$ cat src/rtl/esu_pkg.sv
package esu_pkg;
    localparam int TIME_W = 32;
    localparam int HALF_W = TIME_W / 2;
    localparam int SEQ_W  = 8;
    localparam int ADDR_W = 3;

    localparam logic [ADDR_W-1:0] A_CFG     = 3'd0;
    localparam logic [ADDR_W-1:0] A_STAT    = 3'd1;
    localparam logic [ADDR_W-1:0] A_CAP_LO  = 3'd2;
    localparam logic [ADDR_W-1:0] A_CAP_HI  = 3'd3;
    localparam logic [ADDR_W-1:0] A_TIME_LO = 3'd4;
    localparam logic [ADDR_W-1:0] A_TIME_HI = 3'd5;

    // config bits
    localparam int CB_FALL = 0;
    localparam int CB_OVW  = 1;
    localparam int CB_SEQ  = 2;
    // status bits
    localparam int SB_VALID = 0;
    localparam int SB_ERR   = 1;
    localparam int SB_SRC   = 2;

    typedef struct packed {
        logic              edge_fall;
        logic              ovw;
        logic              seq_en;
        logic              src_int;
        logic              valid;
        logic              err;
        logic [SEQ_W-1:0]  seq;
        logic [TIME_W-1:0] cap;
    } cap_state_t;
endpackage

$ cat src/rtl/esu_edge_sync.sv
module esu_edge_sync #(
    parameter int STAGES = 2
) (
    input  logic clk,
    input  logic rst_n,
    input  logic pin_i,
    input  logic fall_sel_i,
    output logic edge_o
);
    // chain[STAGES-1] is the synchronised level, chain[STAGES] its previous value
    logic [STAGES:0] chain_d, chain_q;

    always_comb begin
        chain_d = {chain_q[STAGES-1:0], pin_i};
        edge_o  = fall_sel_i ? (~chain_q[STAGES-1] & chain_q[STAGES])
                             : (chain_q[STAGES-1] & ~chain_q[STAGES]);
    end

    always_ff @(posedge clk) begin
        if (!rst_n) chain_q <= '0;
        else        chain_q <= chain_d;
    end
endmodule

$ cat src/rtl/esu_time_base.sv
module esu_time_base #(
    parameter int                TIME_W  = 32,
    parameter logic [TIME_W-1:0] RST_VAL = '0,
    localparam int               HALF_W  = TIME_W / 2
) (
    input  logic              clk,
    input  logic              rst_n,
    input  logic              snap_i,
    output logic [TIME_W-1:0] time_o,
    output logic [HALF_W-1:0] shadow_o
);
    logic [TIME_W-1:0] time_d, time_q;
    logic [HALF_W-1:0] shadow_d, shadow_q;

    always_comb begin
        time_d   = time_q + TIME_W'(1);
        shadow_d = snap_i ? time_q[TIME_W-1:HALF_W] : shadow_q;
    end

    always_ff @(posedge clk) begin
        if (!rst_n) begin
            time_q   <= RST_VAL;
            shadow_q <= '0;
        end else begin
            time_q   <= time_d;
            shadow_q <= shadow_d;
        end
    end

    assign time_o   = time_q;
    assign shadow_o = shadow_q;
endmodule

$ cat src/rtl/evt_stamp_unit.sv
module evt_stamp_unit
    import esu_pkg::*;
#(
    parameter logic [31:0] TIME_RST_VAL = 32'h0,
    parameter int          SYNC_STAGES  = 2
) (
    input  logic        clk,
    input  logic        rst_n,
    input  logic        ext_evt_i,
    input  logic        int_trig_i,
    input  logic [2:0]  reg_addr_i,
    input  logic        reg_wr_i,
    input  logic        reg_rd_i,
    input  logic [15:0] reg_wdata_i,
    output logic [15:0] reg_rdata_o
);
    cap_state_t        st_d, st_q;
    logic              ext_edge, trig, cfg_wr, stat_wr, snap;
    logic [TIME_W-1:0] time_now;
    logic [HALF_W-1:0] shadow_hi;

    // flattened views for the bound checker
    logic              valid_w, err_w, ovw_w, seq_en_w;
    logic [SEQ_W-1:0]  seq_w;
    logic [TIME_W-1:0] cap_w;

    esu_edge_sync #(.STAGES(SYNC_STAGES)) u_sync (
        .clk       (clk),
        .rst_n     (rst_n),
        .pin_i     (ext_evt_i),
        .fall_sel_i(st_q.edge_fall),
        .edge_o    (ext_edge)
    );

    esu_time_base #(.TIME_W(TIME_W), .RST_VAL(TIME_RST_VAL)) u_time (
        .clk     (clk),
        .rst_n   (rst_n),
        .snap_i  (snap),
        .time_o  (time_now),
        .shadow_o(shadow_hi)
    );

    always_comb begin
        cfg_wr  = reg_wr_i && (reg_addr_i == A_CFG);
        stat_wr = reg_wr_i && (reg_addr_i == A_STAT);
        snap    = reg_rd_i && (reg_addr_i == A_TIME_LO);
        trig    = st_q.src_int ? int_trig_i : ext_edge;

        st_d = st_q;
        if (cfg_wr) begin
            st_d.edge_fall = reg_wdata_i[CB_FALL];
            st_d.ovw       = reg_wdata_i[CB_OVW];
            st_d.seq_en    = reg_wdata_i[CB_SEQ];
        end
        if (stat_wr) begin
            st_d.src_int = reg_wdata_i[SB_SRC];
            st_d.seq     = '0;
            if (!reg_wdata_i[SB_VALID]) begin
                st_d.valid = 1'b0;
                st_d.err   = 1'b0;
            end
        end
        if (trig) begin
            if (!st_d.valid || st_q.ovw) begin
                st_d.cap   = time_now;
                st_d.valid = 1'b1;
                if (st_q.seq_en && (st_d.seq != {SEQ_W{1'b1}}))
                    st_d.seq = st_d.seq + SEQ_W'(1);
            end else begin
                st_d.err = 1'b1;
            end
        end
    end

    always_ff @(posedge clk) begin
        if (!rst_n) st_q <= '0;
        else        st_q <= st_d;
    end

    always_comb begin
        case (reg_addr_i)
            A_CFG:     reg_rdata_o = {13'b0, st_q.seq_en, st_q.ovw, st_q.edge_fall};
            A_STAT:    reg_rdata_o = {st_q.seq, 5'b0, st_q.src_int, st_q.err, st_q.valid};
            A_CAP_LO:  reg_rdata_o = st_q.cap[HALF_W-1:0];
            A_CAP_HI:  reg_rdata_o = st_q.cap[TIME_W-1:HALF_W];
            A_TIME_LO: reg_rdata_o = time_now[HALF_W-1:0];
            A_TIME_HI: reg_rdata_o = shadow_hi;
            default:   reg_rdata_o = '0;
        endcase
    end

    assign valid_w  = st_q.valid;
    assign err_w    = st_q.err;
    assign ovw_w    = st_q.ovw;
    assign seq_en_w = st_q.seq_en;
    assign seq_w    = st_q.seq;
    assign cap_w    = st_q.cap;
endmodule

$ cat config.mk
export PLATFORM = sky130hd
export DESIGN_NAME = evt_stamp_unit
export DESIGN_NICKNAME = d
export VERILOG_FILES = /design/src/rtl/esu_pkg.sv /design/src/rtl/esu_edge_sync.sv /design/src/rtl/esu_time_base.sv /design/src/rtl/evt_stamp_unit.sv
export SDC_FILE = /design/constraint.sdc
export NUM_CORES = 1
export LEC_CHECK = 0
export BUFFER_PORTS_ARGS = -buffer_cell sky130_fd_sc_hd__buf_2
export CAP_MARGIN = 20
export CELL_PAD_IN_SITES_DETAIL_PLACEMENT = 0
export CELL_PAD_IN_SITES_GLOBAL_PLACEMENT = 1
export CORE_UTILIZATION = 35
export CTS_BUF_LIST = sky130_fd_sc_hd__clkbuf_16
export CTS_CLUSTER_SIZE = 24
export DETAILED_ROUTE_END_ITERATION = 16
export GPL_TIMING_DRIVEN = 0
export PLACE_DENSITY = 0.63
export RECOVER_POWER = 25
export REMOVE_ABC_BUFFERS = 1
export SYNTH_ARGS = -nofsm -noshare
export SYNTH_HDL_FRONTEND = slang
export SYNTH_HIERARCHICAL = 1
export SYNTH_SLANG_ARGS = --single-unit
$ cat constraint.sdc
create_clock -name clk -period 3.1 [get_ports clk]
set_input_delay 0.465 -clock clk [delete_from_list [all_inputs] [get_ports clk]]
set_output_delay 0.465 -clock clk [all_outputs]
set_load 0.02 [all_outputs]
==> results.sh, run 1 <==
export IMPL_status="finished, final reports clean"
export IMPL_ios=41
export IMPL_fmax_mhz=360
export IMPL_critPathMaxFanout=41
export IMPL_arrival_ns=2.31
export IMPL_cp_end_kind="primary output"
export IMPL_clk_pin_slew_ns=0.06
export IMPL_reg2reg_depth=7
export IMPL_cts_buffers=9
export IMPL_maxSlewViolCount=0
export IMPL_totalWireLength_um=12300
export IMPL_path_buf_inv=2
export IMPL_dieArea_um2=13900
export IMPL_cp_num_cells=5
export IMPL_cts_sink_count=97
export IMPL_core_um2=12800
export IMPL_gp_congestion=0.760
export IMPL_grt_overflow_total=0
export IMPL_worstPathCellList="buf_4, nor2b_1, a22oi_1, o22ai_1, buf_2"
export IMPL_syn_area_per_cell_um2=8.62
export IMPL_drtAntennaViolNets=0
export IMPL_antennaDiodeCount=0
export IMPL_h_tree_depth=3
export IMPL_rsz0062_at_grt="no"
export IMPL_met3_usage_pct=5.38
export IMPL_ff2ff_setup_slack_ns=0.64
export IMPL_skew_ns=0.00841
export IMPL_slowest_delay_ns=0.73
export IMPL_grt_pass1_wl_um=20200
export IMPL_vias=3964
export IMPL_die_y_um=118
export IMPL_final_cell_mix="dfxtp_1 (97), nand2_1 (86), a21oi_1 (54)"
export IMPL_stdcell_area_um2=5220
export IMPL_cp_start_kind="primary input"
export IMPL_grt_pass1_vias=3918
export IMPL_setup_viol=0
export IMPL_utilization_pct=40.7
export IMPL_seq_area_um2=1940
export IMPL_postSynthCellCount=544
export IMPL_p_per_area_nw_per_um2=468
export IMPL_busiest_layer="met2"
export IMPL_synth_edf_count=0
export IMPL_crit_type="in2out"
export IMPL_mostFrequentLayoutCell="dfxtp_1"
export IMPL_place_ws_ns=-0.336
export IMPL_drt_iter0_markers=175
export IMPL_port_buffers=27
export IMPL_seq_area_frac_synth_pct=41.4
export IMPL_final_nets=577
export IMPL_insertion_delay_ns=0.36
export IMPL_wl_per_cell_um=16.9
export IMPL_yosysWarnings=6
export IMPL_yosys_register_bits=97
export IMPL_syn_to_final_growth_pct=11.4
export IMPL_start_util_pct=36.6
export IMPL_synth_cell_area_um2=4690
export IMPL_nFillCells=1368
export IMPL_final_layout_size_suffix_gt1_share_pct=12.6
export IMPL_p_total_mw=2.44
export IMPL_post_cts_resized=1
export IMPL_ys_async_sr_fraction_pct=0
export IMPL_viasPerCell=5.45
export IMPL_path_delay_family="simple AND/OR/NAND/NOR gates"
export IMPL_ys_types=54
export IMPL_die_w_um=118
export IMPL_first_pass_iters=5
export IMPL_rows=41
export IMPL_tightest_slew_ns=1.13
export IMPL_finalCritPeriodShare_pct=89.6
export IMPL_critPathSlowestCell="nor2b_1"
export IMPL_cts_hold_fix_buffers=0
export IMPL_cts_buffer_depth=2
export IMPL_multi_input_area_um2=2590
export IMPL_cap_violations=0
export IMPL_post_cts_buffers=0
export IMPL_synthFlopType="dfxtp_1"
export IMPL_met1_usage_pct=23.5
export IMPL_hold_path_class="in2reg"
export IMPL_route_detailed_drc=0
export IMPL_placed_cell_area_um2=4980
export IMPL_grt_use_met2_pct=30.7
export IMPL_relSlewSlack_pct=24.4
export IMPL_worstHoldPathCells=2
export IMPL_antenna_found_initial=0
export IMPL_cp_data_required_time_ns=2.63
export IMPL_grt_max_degree=42
export IMPL_final_hold_viol_count=0
export IMPL_peakVddDrop_v=0.000343
export IMPL_min_period_ns=2.78
export IMPL_root_buffer="clkbuf_16"
export IMPL_fin_tns_setup_ns=0
export IMPL_power_static_leakage_nw=1.76
export IMPL_worst_slack_ns=0.323
export IMPL_cts_tree="done"
export IMPL_track_usage_pct=18.6
export IMPL_place_detailed_hpwl_um=8350
Yosys cell counts, drive strengths merged (2+ instances only):
cell | instances | share of area, %
o211ai | 3 | 0.48
o21a | 6 | 0.96
nand4b | 2 | 0.37
a22oi | 11 | 1.8
clkinv | 2 | 0.16
buf | 11 | 1.4
or3 | 7 | 0.96
xor2 | 9 | 1.7
ha | 2 | 0.53
nor3 | 5 | 0.53
mux2 | 13 | 3.1
inv | 2 | 0.16
mux2i | 42 | 9.0
nand3 | 15 | 1.9
or4 | 8 | 1.3
and3 | 11 | 1.5
o31ai | 8 | 1.3
a211oi | 3 | 0.48
and4 | 7 | 1.4
a211o | 2 | 0.37
nand2 | 86 | 6.9
nand4 | 15 | 2.6
dfxtp | 97 | 41
nor2b | 2 | 0.27
and2 | 7 | 0.93
o22ai | 17 | 2.4
nand2b | 5 | 0.67
o21ai | 13 | 1.4
a21oi | 54 | 5.8
nor2 | 39 | 3.1
xnor2 | 2 | 0.37
clkbuf | 25 | 2.0
flip-flops by register name (all words and copies together), names as in the netlist:
register         count
seq_en_w             1
u_time/time_o       32
st_q                 2
u_sync/chain_q       3
valid_w              1
cap_w               32
u_time/shadow_o     16
seq_w                8
err_w                1
ovw_w                1
metrics by stage:
step           hold slack [ns]  cells
2_1_floorplan            0.412    508
3_3_place_gp             0.418    707
3_5_place_dp             0.427    711
4_1_cts                  0.314    727
5_1_grt                  0.331    727
6_report                 0.329    727
final timing paths:
| kind | start | endpoint |
|---|---|---|
| max | reg_addr_i[0] | reg_rdata_o[8] |
| max reg2reg | st_q[45]$_SDFFE_PN0P_ | seq_w[3]$_SDFF_PN0_ |
| min reg2reg | u_sync/chain_q[0]$_SDFF_PN0_ | u_sync/chain_q[1]$_SDFF_PN0_ |
| min | ext_evt_i | u_sync/chain_q[0]$_SDFF_PN0_ |
worst reg2reg max path, cell delays in order (launching register included):
cell and delay, ns:
dfxtp_1 0.40, nand2_1 0.08, o22ai_2 0.14, mux2i_1 0.19
a211o_1 0.56, buf_16 0.29, or4_1 0.50, a211oi_1 0.22
cells by family after synthesis:
family / after synthesis / share of synthesized area, %
adders and majority gates: 2 / 0.534
and+or+nand+nor: 216 / 24.2
DFF: 97 / 41.4
buffers and inverters: 40 / 3.68
AOI/OAI and AO/OA: 123 / 16.0
muxes: 55 / 12.1
xor gates and xnor gates: 11 / 2.06
where the power goes:
part	leakage [nW]	switching (mW)	internal, mW
clock network	0.130	0.504	0.543
logic	0.851	0.0934	0.0404
registers	0.782	0.00981	1.25
routing by layer:
layer	part of all wire (%)	wire, µm
met2	47	5820
met4	1.0	124
met3	3.6	446
met1	48	5920
met5	0	0
final cells by class:
| class | count | area share (%) |
|---|---|---|
| clock inverters | 7 | 0.935 |
| well taps | 172 | 4.12 |
| flip-flops and latches | 97 | 37.2 |
| inverters | 4 | 0.288 |
| repair buffers | 31 | 3.62 |
| clock buffers | 9 | 4.31 |
| multi-input cells | 407 | 49.5 |
No activity file was read; power rests on OpenSTA's default activity.
==> inputs of run 2 (changes only) <==
- CORE_ASPECT_RATIO: unset -> 0.7
==> run 2 against run 1 <==
Routed wire length rose by 1.1%. Power shrank 1.2%. Maximum frequency increased by 0.44%. Count of clock-buffer cells in the layout unchanged. Die area about the same. Worst hold slack better by 0.025 ns. Highest routed layer unchanged. Critical path type unchanged.
==> results.sh, run 2 (synthesis results as in run 1) <==
export IMPL_slowest_delay_ns=0.61
export IMPL_fin_tns_setup_ns=0
export IMPL_rsz0062_at_grt="no"
export IMPL_grt_max_degree=42
export IMPL_post_cts_resized=0
export IMPL_clk_pin_slew_ns=0.07
export IMPL_arrival_ns=2.30
export IMPL_final_nets=579
export IMPL_dr_wl_met3_um=538
export IMPL_ios=41
export IMPL_critPathCapture="reg_rdata_o[2]"
export IMPL_cts_hold_fix_buffers=0
export IMPL_cap_violations=0
export IMPL_grt_pass1_vias=3830
export IMPL_cp_startpoint="reg_addr_i[2]"
export IMPL_rows=34
export IMPL_first_pass_iters=5
export IMPL_insertion_delay_ns=0.34
export IMPL_worstPathCellList="buf_2, nand2b_1, or3b_2, o221ai_1, buf_2"
export IMPL_port_buffers=27
export IMPL_routed_top_layer="met4"
export IMPL_reg2reg_to="seq_w[3]$_SDFF_PN0_"
export IMPL_peakVddDrop_v=0.000262
export IMPL_syn_to_final_growth_pct=11.8
export IMPL_tightest_slew_ns=0.986
export IMPL_ff2ff_setup_slack_ns=0.62
export IMPL_cp_start_kind="primary input"
export IMPL_cp_end_kind="primary output"
export IMPL_drtAntennaViolNets=0
export IMPL_crit_top_cell="buf_2"
export IMPL_die_y_um=98.8
export IMPL_cts_buffer_depth=2
export IMPL_p_per_area_nw_per_um2=460
export IMPL_h_tree_depth=3
export IMPL_viasPerCell=5.57
export IMPL_drt_iter0_markers=220
export IMPL_wl_per_cell_um=17.3
export IMPL_critPathSlowestCell="or3b_2"
export IMPL_wirelength_met1_um=6380
export IMPL_hold_path_class="in2reg"
export IMPL_skew_ns=0.00623
export IMPL_final_hold_viol_count=0
export IMPL_place_detailed_hpwl_um=8710
export IMPL_die_w_um=140
export IMPL_cp_data_required_time_ns=2.63
export IMPL_mostFrequentLayoutCell="dfxtp_1"
export IMPL_reg2reg_depth=7
export IMPL_setup_viol=0
export IMPL_post_cts_buffers=0
export IMPL_dp_cells=701
export IMPL_placed_cell_area_um2=4980
export IMPL_gp_congestion=0.790
export IMPL_start_util_pct=36.9
export IMPL_grt_pass1_wl_um=20300
export IMPL_antennaDiodeCount=0
export IMPL_status="finished, final reports clean"
export IMPL_grt_overflow_total=0
export IMPL_power_static_leakage_nw=1.77
export IMPL_route_detailed_drc=0
export IMPL_final_layout_size_suffix_gt1_share_pct=12.9
export IMPL_stdcell_area_um2=5240
export IMPL_totalWireLength_um=12500
export IMPL_worst_slack_ns=0.335
export IMPL_fin_hold_ws_ns=0.353
export IMPL_place_ws_ns=-0.336
export IMPL_fmax_mhz=362
export IMPL_cp_num_cells=5
export IMPL_cts_sink_count=97
export IMPL_met2WireLength_um=5420
export IMPL_final_cell_mix="dfxtp_1 (97), nand2_1 (86), a21oi_1 (54)"
export IMPL_track_usage_pct=19.1
export IMPL_critPathMaxFanout=22
export IMPL_path_buf_inv=2
export IMPL_maxSlewViolCount=0
export IMPL_antenna_found_initial=0
export IMPL_dieArea_um2=13900
export IMPL_cts_buffers=9
export IMPL_finalCritPeriodShare_pct=89.2
export IMPL_core_um2=12700
export IMPL_cts_tree="done"
export IMPL_vias=4000
export IMPL_instances_no_fill=718
export IMPL_path_delay_family="simple AND/OR/NAND/NOR gates"
export IMPL_crit_type="in2out"
export IMPL_relSlewSlack_pct=32.5
export IMPL_min_period_ns=2.77
export IMPL_r2r_start="u_sync/chain_q[2]$_SDFF_PN0_"
export IMPL_root_buffer="clkbuf_16"
==> run 2: worst min path at each step <==
stage | slack, ns | start | endpoint | cells past startpoint
global route | 0.34 | ext_evt_i | u_sync/chain_q[0]$_SDFF_PN0_ | 2
global placement | 0.42 | u_sync/chain_q[0]$_SDFF_PN0_ | u_sync/chain_q[1]$_SDFF_PN0_ | 1
detailed placement | 0.42 | u_sync/chain_q[0]$_SDFF_PN0_ | u_sync/chain_q[1]$_SDFF_PN0_ | 1
floorplan | 0.41 | u_sync/chain_q[0]$_SDFF_PN0_ | u_sync/chain_q[1]$_SDFF_PN0_ | 1
finish | 0.35 | ext_evt_i | u_sync/chain_q[0]$_SDFF_PN0_ | 2
CTS | 0.33 | ext_evt_i | u_sync/chain_q[0]$_SDFF_PN0_ | 2
==> run 2: layout make-up <==
type | instances | area [µm²]
Tap cell | 162 | 203
Multi-Input combinational cell | 407 | 2590
Clock inverter | 6 | 36.3
Fill cell | 1289 | 7480
Timing Repair Buffer | 33 | 234
Sequential cell | 97 | 1940
Clock buffer | 9 | 225
Inverter | 4 | 15.0
==> run 2: metal layers <==
| layer | track usage, % | up-vias |
|---|---|---|
| li1 | - | 1989 |
| met1 | 26.5 | 1913 |
| met2 | 30.0 | 84 |
| met3 | 4.18 | 14 |
| met4 | 5.07 | 0 |
| met5 | 0 | - |
==> run 2: worst register-to-register path: stages, from the launching register on <==
cell and delay, ns:
dfxtp_1 0.31, nand2b_1 0.15, o22ai_2 0.19, mux2i_1 0.19, a211o_1 0.55, buf_16 0.28, or4_1 0.50, a211oi_1 0.23
==> run 2: power breakdown <==
| group | total (mW) | switching, mW | internal [mW] |
|---|---|---|---|
| Combinational | 0.140 | 0.0960 | 0.0437 |
| Sequential | 1.26 | 0.0105 | 1.25 |
| Clock | 1.01 | 0.476 | 0.534 |
==> run 2: per-stage QoR <==
step	utilization (%)	power, mW
after CTS	41.2	2.46
final	41.2	2.41
after floorplan	-	1.35
after global routing	41.2	2.52
after global placement	38.3	1.42
after detailed placement	39.1	1.44
